<file path="config.mk">
export PLATFORM = sky130hd
export DESIGN_NAME = addsub_flag_unit
export DESIGN_NICKNAME = d
export VERILOG_FILES = /design/src/rtl/addsub_pkg.sv /design/src/rtl/addsub_operand_prep.sv /design/src/rtl/addsub_core.sv /design/src/rtl/addsub_flag_reg.sv /design/src/rtl/addsub_flag_unit.sv
export SDC_FILE = /design/constraint.sdc
export NUM_CORES = 1
export LEC_CHECK = 0
export ABC_AREA = 1
export BUFFER_PORTS_ARGS = -buffer_cell sky130_fd_sc_hd__buf_4
export CORE_MARGIN = 3
export CORE_UTILIZATION = 60
export CTS_CLUSTER_SIZE = 25
export DETAILED_ROUTE_END_ITERATION = 16
export PLACE_DENSITY = 0.88
export SLEW_MARGIN = 20
export SYNTH_ARGS = -nofsm -noshare
export SYNTH_HDL_FRONTEND = slang
export SYNTH_HIERARCHICAL = 1
export SYNTH_SLANG_ARGS = --single-unit
</file>
<file path="constraint.sdc">
create_clock -name clk -period 5.45 [get_ports clk]
set_clock_uncertainty 0.15 [all_clocks]
set_input_delay 0.545 -clock clk [delete_from_list [all_inputs] [get_ports clk]]
set_output_delay 0.545 -clock clk [all_outputs]
set_load 0.02 [all_outputs]
</file>
<file path="src/rtl/addsub_pkg.sv">
package addsub_pkg;

  typedef enum logic [3:0] {
    OP_ADD    = 4'd0,
    OP_ADDC   = 4'd1,
    OP_ADDM1  = 4'd2,
    OP_ADDZ   = 4'd3,
    OP_SUBF   = 4'd4,
    OP_SUBFC  = 4'd5,
    OP_SUBFM1 = 4'd6,
    OP_SUBFZ  = 4'd7,
    OP_NEG    = 4'd8
  } addsub_op_e;

  typedef enum logic [1:0] {
    SEL_B    = 2'd0,
    SEL_ZERO = 2'd1,
    SEL_ONES = 2'd2
  } second_sel_e;

  typedef enum logic [1:0] {
    CIN_ZERO = 2'd0,
    CIN_ONE  = 2'd1,
    CIN_CA   = 2'd2
  } cin_sel_e;

  typedef struct packed {
    logic        inv_a;
    second_sel_e sec;
    cin_sel_e    cin;
  } op_ctrl_t;

  function automatic op_ctrl_t decode_op(input logic [3:0] code);
    op_ctrl_t c;
    c = '{inv_a: 1'b0, sec: SEL_B, cin: CIN_ZERO};
    case (code)
      OP_ADDC:   c = '{inv_a: 1'b0, sec: SEL_B,    cin: CIN_CA};
      OP_ADDM1:  c = '{inv_a: 1'b0, sec: SEL_ONES, cin: CIN_CA};
      OP_ADDZ:   c = '{inv_a: 1'b0, sec: SEL_ZERO, cin: CIN_CA};
      OP_SUBF:   c = '{inv_a: 1'b1, sec: SEL_B,    cin: CIN_ONE};
      OP_SUBFC:  c = '{inv_a: 1'b1, sec: SEL_B,    cin: CIN_CA};
      OP_SUBFM1: c = '{inv_a: 1'b1, sec: SEL_ONES, cin: CIN_CA};
      OP_SUBFZ:  c = '{inv_a: 1'b1, sec: SEL_ZERO, cin: CIN_CA};
      OP_NEG:    c = '{inv_a: 1'b1, sec: SEL_ZERO, cin: CIN_ONE};
      default:   c = '{inv_a: 1'b0, sec: SEL_B,    cin: CIN_ZERO};
    endcase
    return c;
  endfunction

endpackage

</file>
<file path="src/rtl/addsub_operand_prep.sv">
module addsub_operand_prep
  import addsub_pkg::*;
#(
  parameter int W = 32
) (
  input  logic [3:0]   op,
  input  logic [W-1:0] a,
  input  logic [W-1:0] b,
  input  logic         ca_in,
  output logic [W-1:0] x,
  output logic [W-1:0] y,
  output logic         cin
);

  op_ctrl_t ctrl;

  always_comb begin
    ctrl = decode_op(op);
    x = ctrl.inv_a ? ~a : a;
    case (ctrl.sec)
      SEL_ZERO: y = '0;
      SEL_ONES: y = '1;
      default:  y = b;
    endcase
    case (ctrl.cin)
      CIN_ONE: cin = 1'b1;
      CIN_CA:  cin = ca_in;
      default: cin = 1'b0;
    endcase
  end

endmodule

</file>
<file path="src/rtl/addsub_core.sv">
module addsub_core #(
  parameter int W       = 32,
  parameter bit RIPPLE  = 1'b0
) (
  input  logic [W-1:0] x,
  input  logic [W-1:0] y,
  input  logic         cin,
  output logic [W-1:0] sum,
  output logic         cout,
  output logic         ovf
);

  localparam int MSB = W - 1;

  generate
    if (RIPPLE) begin : g_ripple
      logic [W:0]   chain;
      logic [W-1:0] s_r;
      always_comb begin
        chain    = '0;
        s_r      = '0;
        chain[0] = cin;
        for (int i = 0; i < W; i++) begin
          s_r[i]     = x[i] ^ y[i] ^ chain[i];
          chain[i+1] = (x[i] & y[i]) | (chain[i] & (x[i] ^ y[i]));
        end
      end
      assign sum  = s_r;
      assign cout = chain[W];
    end else begin : g_flat
      logic [W:0] wide;
      assign wide = {1'b0, x} + {1'b0, y} + {{W{1'b0}}, cin};
      assign sum  = wide[W-1:0];
      assign cout = wide[W];
    end
  endgenerate

  assign ovf = (x[MSB] == y[MSB]) && (sum[MSB] != x[MSB]);

endmodule

</file>
<file path="src/rtl/addsub_flag_reg.sv">
module addsub_flag_reg #(
  parameter int W = 32
) (
  input  logic         clk,
  input  logic         rst,
  input  logic         in_valid,
  input  logic         rec_ca,
  input  logic         rec_ov,
  input  logic [W-1:0] sum,
  input  logic         cout,
  input  logic         ovf,
  input  logic         ca_in,
  input  logic         ov_in,
  input  logic         so_in,
  output logic         out_valid,
  output logic [W-1:0] result,
  output logic         ca_out,
  output logic         ov_out,
  output logic         so_out
);

  logic ca_nxt, ov_nxt, so_nxt;

  always_comb begin
    ca_nxt = rec_ca ? cout : ca_in;
    ov_nxt = rec_ov ? ovf  : ov_in;
    so_nxt = so_in | (rec_ov & ovf);
  end

  always_ff @(posedge clk) begin
    if (rst) begin
      out_valid <= 1'b0;
      result    <= '0;
      ca_out    <= 1'b0;
      ov_out    <= 1'b0;
      so_out    <= 1'b0;
    end else begin
      out_valid <= in_valid;
      if (in_valid) begin
        result <= sum;
        ca_out <= ca_nxt;
        ov_out <= ov_nxt;
        so_out <= so_nxt;
      end
    end
  end

endmodule

</file>
<file path="src/rtl/addsub_flag_unit.sv">
module addsub_flag_unit #(
  parameter int W      = 32,
  parameter bit RIPPLE = 1'b0
) (
  input  logic         clk,
  input  logic         rst,
  input  logic         in_valid,
  input  logic [3:0]   op,
  input  logic         rec_ca,
  input  logic         rec_ov,
  input  logic [W-1:0] a,
  input  logic [W-1:0] b,
  input  logic         ca_in,
  input  logic         ov_in,
  input  logic         so_in,
  output logic         out_valid,
  output logic [W-1:0] result,
  output logic         ca_out,
  output logic         ov_out,
  output logic         so_out
);

  logic [W-1:0] x_add, y_add, sum_w;
  logic         cin_w, cout_w, ovf_w;

  addsub_operand_prep #(.W(W)) u_prep (
    .op    (op),
    .a     (a),
    .b     (b),
    .ca_in (ca_in),
    .x     (x_add),
    .y     (y_add),
    .cin   (cin_w)
  );

  addsub_core #(.W(W), .RIPPLE(RIPPLE)) u_core (
    .x    (x_add),
    .y    (y_add),
    .cin  (cin_w),
    .sum  (sum_w),
    .cout (cout_w),
    .ovf  (ovf_w)
  );

  addsub_flag_reg #(.W(W)) u_flags (
    .clk       (clk),
    .rst       (rst),
    .in_valid  (in_valid),
    .rec_ca    (rec_ca),
    .rec_ov    (rec_ov),
    .sum       (sum_w),
    .cout      (cout_w),
    .ovf       (ovf_w),
    .ca_in     (ca_in),
    .ov_in     (ov_in),
    .so_in     (so_in),
    .out_valid (out_valid),
    .result    (result),
    .ca_out    (ca_out),
    .ov_out    (ov_out),
    .so_out    (so_out)
  );

endmodule

</file>
==> summary.txt <==
Global routing
  • Vias in the first global route: roughly 4900
  • Overflow after GRT: 0
  • GRT Total Usage: 0.3094
  • Initial antenna violation count: 0
  • Pin count of the biggest net entering global routing: 39
  • First-pass GRT wire length: between 20 and 25 mm

Detailed routing
  • WL/cell: 13.35 µm
  • First-pass DRT Iterations: 5
  • Vias per inst: 5.422
  • Routed Antenna Nets: 0
  • DRC viols: 0
  • Vias: 5509
  • Initial DRC count: slightly above 400
  • Final wirelength: 13.56 mm

CTS
  • H-tree Lvls: 2
  • CTS tree: built
  • PostCTS Resize Cnt: 0
  • Clock Latency Late Sink: 290 ps
  • Reg clk slew, reported paths: roughly 80 ps
  • Sink Count: 36
  • Post-CTS Setup Inserts: 0
  • Clock Tree Buf Depth: 2
  • Total CTS buffers: 5
  • Hold bufs inserted after CTS: 0
  • CTS root buffer: clkbuf_8

Placement
  • HPWL after DPL: approximately 11 mm
  • Routability cong.: 1.032
  • Dpl cells: 1008
  • IO Port Bufs: 111

Power
  • Logic pwr share: 0.584
  • Peak supply drop: 115.0 µV
  • Switching Share: 0.4567
  • Int Power: 716.9 µW
  • Sequential share of power: 0.237
  • Pwr/cell area: about 240 nW/µm²
  • Leakage power: 3.273 nW
  • Clk pwr share: 0.179
  • Psw: 602.7 µW
  • Total power: 1.320 mW

Cells and area
  • Sequential cell area: 720.7 µm²
  • Finished Layout Cells: 1016
  • Area occupied by multi-input gates: 3257 µm²
  • Area grow syn2layout: 18.58%
  • Layout fillers: between 600 and 700
  • Layout cell share with drive strength beyond 1: 0.1679
  • Most common cell after layout, fill and taps aside: nand2_1
  • Nets: about 1000
  • Most frequent cells in the layout: nand2_1 (257), nor2_1 (116), buf_4 (113)
  • Diode count: 0

Flow run
  • Max_cap viols: 0

STA
  • Count of final hold-check violations: 0
  • Fin crit share: 0.7736
  • Slew Limit Headroom: 0.6277
  • Fmax achieved: between 0.2 and 0.25 GHz
  • Fin. max-slew vios: 0
  • # setup viols final: 0
  • Least-Margin Pin Slew: 556.5 ps
  • Post-Route Setup TNS: 0 ps
  • Hold slack: 263.0 ps
  • Unrepaired setup endpoints after global routing: false
  • Tmin final: 4216 ps

Floorplan
  • Die Area: 8777 µm²
  • Rows: 31
  • Die Y: 93.69 µm
  • Core Region: 7370 µm²
  • IO Pins: 112
  • Starting Density: 0.6260
  • Die X-Extent: ~94 µm

Synthesis
  • #FFs+latches synth: 36
  • Synth Area in Simple Gates: 0.4660
  • Area share of fa/ha/maj cells after synthesis: 0.1009
  • Sequential-to-total area share from yosys stat: 0.1562
  • Distinct cell type count after synthesis: 31
  • Avg Inst Size Synth: about 5.6 µm²
  • Syn nets: 937
  • Multiplexer area fraction after synthesis: 0
  • Post-synth top area share: 0.2091
  • Mapped Area: ~4600 µm²
  • Largest family of logic cells by synthesized area: simple AND/OR/NAND/NOR gates
  • Synth Area in XOR/XNOR: 0.03607
  • Complex-gate fraction of the synthesized area: 0.1031
  • Synth area leaders: nand2_1 (21%), dfxtp_1 (16%), nand3_1 (9.8%)
  • Yosys top cell by area: nand2_1
  • Synth Instances: between 800 and 900
  • Ys Warns: 6

Setup path
  • Required time of the worst setup path: 5480 ps
  • WS Path Type: in -> reg
  • R2R Path End: u_flags/result[14]$_SDFFE_PP0P_
  • Worst-path maximum fanout: 33
  • Crit path DAT: 4250 ps
  • Setup crit start: op[0]
  • RR Startpoint: u_flags/result[14]$_SDFFE_PP0P_
  • CP Capture Type: flip-flop
  • R2R cell count: 2
  • CP Launch Type: primary input
  • R2r setup slk: 4530 ps

Hold path
  • Hold crit path type: in -> reg
  • Worst Min Path Start: rst
  • Hold path depth: 2
  • Hold path endpoint: u_flags/out_valid$_SDFF_PP0_

Outcome
  • Outcome: finished clean
-- cells in the mapped netlist --
cell type  count
nand2_2       14
a21oi_1       33
inv_2          3
ha_1          34
o21ai_1        7
nor3_1         7
inv_1        103
o21a_1         3
nand4_1        6
nand3_2        1
buf_6          9
nand2_1      257
o21bai_1       5
and3_1         1
nor4_1         1
a21o_1         2
nand3_1       90
nor2_2        11
nand2_4        1
nand3_4        1
inv_8          1
buf_2         13
fa_1           2
dfxtp_1       36
nand3b_1       1
buf_8          3
o21ai_0       40
clkbuf_1       4
nor2_1       116
nor2_4         1
xor2_1        19
-- per-stage QoR --
stage            util  worst slack, ps  area [µm²]
5_1_grt        0.7423            975.4        5470
3_3_place_gp   0.7272             1163        5359
3_5_place_dp   0.7272            981.2        5359
6_report       0.7423             1234        5470
2_1_floorplan       -             1643        4613
4_1_cts        0.7423             1259        5470
-- power groups by stage --
stage          clock (mW)  sequential (mW)  combinational (mW)
2_1_floorplan           0            0.357               0.490
3_3_place_gp            0            0.317               0.735
3_5_place_dp            0            0.318               0.751
4_1_cts             0.239            0.313               0.757
5_1_grt             0.253            0.316               0.858
6_report            0.237            0.313               0.770
-- logic make-up after synthesis --
logic type,count (synthesis)
xor gates and xnor gates,19
and+or+nand+nor,508
adders and majority gates,36
DFF,36
AOI/OAI and AO/OA,90
buffers and inverters,136
-- cell type report --
cell class | count | share of cell area
Clock buffer | 5 | 0.01258
Timing Repair Buffer | 113 | 0.1551
Sequential cell | 36 | 0.1317
Tap cell | 99 | 0.02264
Multi-Input combinational cell | 653 | 0.5954
Inverter | 107 | 0.07479
Clock inverter | 3 | 0.007777
-- worst max-delay path, cell delays in order --
cell,delay [ps]
buf_4,130
nor2_4,150
nand2_1,80
nand2_2,420
nand2_1,120
ha_1,320
inv_1,40
nand2_1,310
nand2_1,140
fa_1,520
fa_1,450
nand3_1,130
nand2_2,90
nand2_1,90
nand2_2,80
nand3_1,110
nand3_1,110
nand2_1,70
nand2_1,50
nand2_1,70
nand2_1,50
nor2_1,110
nor2_1,50
-- flip-flops by register name, summed over array words and instances, names as in the netlist --
signal,flops
u_flags/ca_out,1
u_flags/so_out,1
u_flags/ov_out,1
u_flags/result,32
u_flags/out_valid,1
-- how the worst max path moves through the flow --
stage / slack, ps / endpoint
after floorplan: 1640 / u_flags/result[26]$_SDFFE_PP0P_
final: 1230 / u_flags/ca_out$_SDFFE_PP0P_
after CTS: 1260 / u_flags/ca_out$_SDFFE_PP0P_
after detailed placement: 980 / u_flags/ca_out$_SDFFE_PP0P_
after global placement: 1160 / u_flags/ca_out$_SDFFE_PP0P_
after global routing: 980 / u_flags/result[26]$_SDFFE_PP0P_
-- routing by layer --
metal / vias to the layer above / global-route usage / wire length [µm]
met3: 26 / 0.03446 / 1114
met1: 2462 / 0.4272 / 6150
met2: 244 / 0.5062 / 6009
met5: - / 0 / 0
li1: 2777 / - / -
met4: 0 / 0.09025 / 286
(Power assumes the default switching activity.)
